## src/rtl/adcf_pkg.sv

```systemverilog
package adcf_pkg;

    localparam int CODE_W    = 10;
    localparam int ACC_W     = 16;
    localparam int BYTE_W    = 8;
    localparam int MAX_SHIFT = 3;
    localparam int SH_W      = $clog2(MAX_SHIFT + 1);

    typedef enum logic [1:0] {
        FMT_RIGHT = 2'd0,
        FMT_SHIFT = 2'd1,
        FMT_LEFT  = 2'd2
    } fmt_kind_e;

    typedef struct packed {
        fmt_kind_e         kind;
        logic [SH_W-1:0]   shamt;
    } fmt_sel_t;

    // Map the 3-bit control to a layout; unlisted codes fall back to right-justified.
    function automatic fmt_sel_t decode_ctl(input logic [2:0] ctl);
        fmt_sel_t sel;
        sel.kind  = FMT_RIGHT;
        sel.shamt = '0;
        case (ctl)
            3'b001, 3'b010, 3'b011: begin
                sel.kind  = FMT_SHIFT;
                sel.shamt = SH_W'(ctl[1:0]);
            end
            3'b100: sel.kind = FMT_LEFT;
            default: ;
        endcase
        return sel;
    endfunction

endpackage

```

## src/rtl/adcf_accum.sv

```systemverilog
module adcf_accum
    import adcf_pkg::*;
#(
    parameter int CW = CODE_W,
    parameter int AW = ACC_W
) (
    input  logic          clk,
    input  logic          rst,
    input  logic          clr,
    input  logic          valid,
    input  logic [CW-1:0] code,
    output logic [AW-1:0] sum_next,
    output logic [AW-1:0] acc_q
);

    logic [AW-1:0] base;
    logic [AW:0]   wide;

    always_comb begin
        base     = clr ? '0 : acc_q;
        wide     = {1'b0, base} + (AW+1)'(code);
        sum_next = wide[AW] ? {AW{1'b1}} : wide[AW-1:0];
    end

    always_ff @(posedge clk) begin
        if (rst) begin
            acc_q <= '0;
        end else if (valid) begin
            acc_q <= sum_next;
        end else if (clr) begin
            acc_q <= '0;
        end
    end

endmodule

```

## src/rtl/adcf_shaper.sv

```systemverilog
module adcf_shaper
    import adcf_pkg::*;
#(
    parameter int CW  = CODE_W,
    parameter int AW  = ACC_W,
    parameter int MSH = MAX_SHIFT
) (
    input  logic [AW-1:0] sum,
    input  fmt_sel_t      sel,
    output logic [AW-1:0] shaped
);

    localparam int LJ_PAD = AW - CW;

    logic [AW-1:0] shifted [0:MSH];
    logic [AW-1:0] left_form;

    for (genvar g = 0; g <= MSH; g++) begin : g_shift
        assign shifted[g] = sum >> g;
    end

    assign left_form = {sum[CW-1:0], {LJ_PAD{1'b0}}};

    always_comb begin
        case (sel.kind)
            FMT_SHIFT: shaped = shifted[sel.shamt];
            FMT_LEFT:  shaped = left_form;
            default:   shaped = sum;
        endcase
    end

endmodule

```

## src/rtl/adcf_outreg.sv

```systemverilog
module adcf_outreg #(
    parameter int AW = adcf_pkg::ACC_W
) (
    input  logic          clk,
    input  logic          rst,
    input  logic          load,
    input  logic [AW-1:0] din,
    output logic [AW-1:0] res_q,
    output logic          ready_q
);

    always_ff @(posedge clk) begin
        if (rst) begin
            res_q   <= '0;
            ready_q <= 1'b0;
        end else begin
            ready_q <= load;
            if (load) begin
                res_q <= din;
            end
        end
    end

endmodule

```

## src/rtl/adcf_top.sv

```systemverilog
module adcf_top
    import adcf_pkg::*;
#(
    parameter int CW = CODE_W,
    parameter int AW = ACC_W
) (
    input  logic          clk,
    input  logic          rst,
    input  logic          smp_valid,
    input  logic [CW-1:0] smp_code,
    input  logic          burst_clr,
    input  logic          smp_last,
    input  logic [2:0]    fmt_ctl,
    output logic [AW/2-1:0] res_hi,
    output logic [AW/2-1:0] res_lo,
    output logic          res_ready
);

    localparam int HALF = AW / 2;

    logic [AW-1:0] sum_next;
    logic [AW-1:0] acc_q;
    logic [AW-1:0] shaped;
    logic [AW-1:0] res_q;
    fmt_sel_t      sel;
    logic          load;

    assign sel  = decode_ctl(fmt_ctl);
    assign load = smp_valid && smp_last;

    adcf_accum #(.CW(CW), .AW(AW)) u_accum (
        .clk      (clk),
        .rst      (rst),
        .clr      (burst_clr),
        .valid    (smp_valid),
        .code     (smp_code),
        .sum_next (sum_next),
        .acc_q    (acc_q)
    );

    adcf_shaper #(.CW(CW), .AW(AW), .MSH(MAX_SHIFT)) u_shaper (
        .sum    (sum_next),
        .sel    (sel),
        .shaped (shaped)
    );

    adcf_outreg #(.AW(AW)) u_out (
        .clk     (clk),
        .rst     (rst),
        .load    (load),
        .din     (shaped),
        .res_q   (res_q),
        .ready_q (res_ready)
    );

    assign res_hi = res_q[AW-1:HALF];
    assign res_lo = res_q[HALF-1:0];

endmodule

```

## config.mk

```make
export PLATFORM = sky130hd
export DESIGN_NAME = adcf_top
export DESIGN_NICKNAME = d
export VERILOG_FILES = /design/src/rtl/adcf_pkg.sv /design/src/rtl/adcf_accum.sv /design/src/rtl/adcf_shaper.sv /design/src/rtl/adcf_outreg.sv /design/src/rtl/adcf_top.sv
export SDC_FILE = /design/constraint.sdc
export NUM_CORES = 1
export LEC_CHECK = 0
export ABC_CLOCK_PERIOD_IN_PS = 5020
export BUFFER_PORTS_ARGS = -buffer_cell sky130_fd_sc_hd__buf_2
export CAP_MARGIN = 20
export CORE_ASPECT_RATIO = 0.9
export CORE_MARGIN = 10
export CORE_UTILIZATION = 55
export DETAILED_ROUTE_END_ITERATION = 10
export PLACE_DENSITY = 0.84
export RECOVER_POWER = 100
export SYNTH_ARGS = -nofsm -noshare
export SYNTH_HDL_FRONTEND = slang
export SYNTH_HIERARCHICAL = 1
export SYNTH_SLANG_ARGS = --single-unit
export TNS_END_PERCENT = 100
```

## constraint.sdc

```tcl
create_clock -name clk -period 5.02 [get_ports clk]
set_clock_uncertainty 0.1 [all_clocks]
set_input_delay 0.753 -clock clk [delete_from_list [all_inputs] [get_ports clk]]
set_output_delay 0.753 -clock clk [all_outputs]
set_load 0.02 [all_outputs]
```

==> flow_summary.ini <==
[synthesis]
netlist_top_cells_area = dfxtp_1, mux2i_1, ha_1, mux4_2, nor2_1
synth_area_um2 = 2790
syn_nets = 350
synth_edf_count = 0
syn_inst = 318
muxShareOfSynthArea_pct = 13.9
synth_area_leader_cell = dfxtp_1
synthFlopType = dfxtp_1
yosys-top-cells-count = dfxtp_1, nor2_1, nand2_1, mux2i_1, nor2b_1
ys_seq_area_share_pct = 23.7
synth-compound-area-share_pct = 22.4
yosys.area_share.simple_pct = 23.2
synth_fa_ha_area_share_pct = 6.54
async_reset_ff_share_pct = 0
yosys_warnings = 6
synth_top_cell_area_share_pct = 23.7
synth_seq_cells = 33
ys_types = 64
synth_top_family_by_area = simple AND/OR/NAND/NOR gates
synth_xor_area_share_pct = 3.76
avgSynthCellArea_um2 = 8.78

[timing]
finalHoldViolCount = 0
min_period_ns = 4.31
final.setup.tns_ns = 0
layout_setup_ws_ns = 0.709
slew_headroom_pct = 9.56
setup_viol = 0
slew_violations = 0
rsz0062_at_grt = false
fin_crit_sh_pct = 85.9
max_freq_mhz = 232
worstMarginPinSlew_ns = 1.36
holdWs_ns = 0.393

[worst_hold_path]
hold_depth = 2
hold_end = u_out/res_q[2]
hp-class = register to register
min-delay-start = u_out/res_q[2]

[power]
p_leak_nw = 1.22
ir_drop_mv = 0.210
switching_power_uw = 240
p_int_uw = 467
clockPowerShare_pct = 30.8
power_frac_seq_pct = 39.5
p_comb_share_pct = 29.8
power_density_nw_per_um2 = 239
swShare_pct = 33.9

[layout]
layout.nets = 374
drive_above_1_share_pct = 14.6
fin_cells = 408
syn2layout_area_growth_pct = 6.09
diodes = 0
postLayoutCoreUtil_pct = 60.5

[drt]
avgRoutedWirePerCell_um = 17.1
wirelength_um = 6980
route.detailed.drc = 0
drt-initial-drc-count = 176
wl_met1_um = 3060
vias_per_cell = 6.13
firstDrtPassIters = 5
highest-signal-layer = met4
vias = 2503
ant_nets = 0
wl_met2_um = 3280
wl_met3_um = 539

[critical_path]
cp_slowest_cell = mux4_2
cp_top_family = compound AO/OA/AOI/OAI gates
r2r-end = u_out/res_q[6]
cp.arrival_ns = 4.36
slowest_delay_ns = 0.47
crit_type = primary input to register
end_kind = register
crit_path_start_kind = primary input
critPathMaxFanout = 15
reg2reg_slack_ns = 1.16
rr_worst_depth = 14
crit_buf_inv = 3
critical_path.reg2reg.startpoint = u_accum/acc_q[0]
crit_chain = clkbuf_1 > buf_4 > nor2b_1 > ha_1 > a21oi_1 > o22ai_1 > o311a_1 > o21ai_2 > buf_4 > nand2_1 > mux4_2 > a221oi_1 > a21oi_1 > mux2i_1 > nor2_1
required_ns = 5.07

[die]
std_cell_rows = 24
dieWidth_um = 95.1
boundaryPins = 35
initial_core_util_pct = 57.1
fp.dieH_um = 87.6
core-area_um2 = 4890
dieArea_um2 = 8330

[status]
outcome = completed

[placed_design]
gp_congestion = 0.960
hpwl_um = 5230
port_buffers = 34
placedCellCount = 400
dp_slack_ns = 0.660

[grt]
grt_usage_pct = 17.3
grt_pass1_vias = 2434
grt_max_degree = 34
grt_pass1_wl_um = 11600
antenna_found_initial = 0
grt_overflow_total = 0

[clock_network]
clk_pin_slew_ns = 0.07
clock-sinks = 33
htree_levels = 2
ctsResizeCount = 0
cts_tree = done
cts_buffer_depth = 2
postCtsSetupBuffers = 0
root_buffer = clkbuf_8
clk-insertion-delay-late_ns = 0.30
cts_hold_buf = 0
numCtsBuffers = 5

[run]
drv_cap = 0
worst max-delay path by stage:
stage	to	cells after the start	startpoint	slack [ns]
2_1_floorplan	u_out/res_q[6]	15	burst_clr	0.91
3_3_place_gp	u_out/res_q[6]	15	burst_clr	0.79
3_5_place_dp	u_out/res_q[6]	15	burst_clr	0.66
4_1_cts	u_out/res_q[6]	15	burst_clr	0.95
5_1_grt	u_out/res_q[9]	14	burst_clr	0.41
6_report	u_out/res_q[6]	15	burst_clr	0.71
state kept, by name (all words and copies together), names as in the netlist:
signal and cells:
u_out/ready_q 1, u_out/res_q 16, u_accum/acc_q 16
worst register-to-register path: cells and delay by family, from the launching register on:
kind,cells,cell delay [ns]
mux,2,0.64
simple gates,4,0.42
buf+inv,1,0.26
fa+ha+maj,2,0.68
compound gates,5,1.34
flops,1,0.30
layout make-up:
class                      instances  area [µm²]
fill                             438        1930
multi-input combinational        253        1910
sequential                        33         661
clock buffer                       6        82.6
timing repair buffer              37         166
tap                               65        81.3
clock inverter                     2        13.8
inverter                          12        45.0
per-layer routing:
layer | up-vias | GRT usage (%)
met5 | - | 0
met4 | 0 | 5.43
met1 | 1186 | 21.1
li1 | 1209 | -
met2 | 98 | 28.0
met3 | 10 | 5.99
cells in the final DEF (no fill, tap or decap), types with 6 or more instances in the layout:
cell type / Yosys / layout
nor2b_1: 19 / 19
a311oi_1: 4 / 6
xnor2_1: 7 / 7
dfxtp_1: 33 / 33
mux2i_1: 23 / 23
nand2_1: 31 / 31
ha_1: 13 / 13
inv_1: 10 / 10
clkbuf_1: 9 / 19
a21o_1: 6 / 6
buf_2: 4 / 16
a21oi_1: 11 / 12
mux4_2: 7 / 7
nand2b_1: 7 / 7
clkbuf_8: 0 / 6
nor2_1: 33 / 33
power groups by stage:
stage                     Combinational, mW  Sequential [mW]  Clock, mW
final                                 0.211            0.279      0.217
after global routing                  0.233            0.280      0.233
after global placement                0.207            0.285          0
after detailed placement              0.212            0.285          0
after floorplan                       0.160            0.292          0
after CTS                             0.213            0.279      0.222
cell families (layout without fill, tap and decap cells):
| family | count (synthesis) | count (layout) |
|---|---|---|
| and+or+nand+nor | 122 | 122 |
| DFF | 33 | 33 |
| xor gates and xnor gates | 12 | 12 |
| muxes | 30 | 30 |
| AOI/OAI and AO/OA | 75 | 75 |
| buffers and inverters | 32 | 57 |
| adders and majority gates | 14 | 14 |
through the flow:
stage	instance area (µm²)	power, mW
finish	2960	0.707
global placement	2930	0.491
global route	2960	0.746
detailed placement	2930	0.497
CTS	3030	0.714
floorplan	2790	0.452
Power figures use the tool's default switching activity.
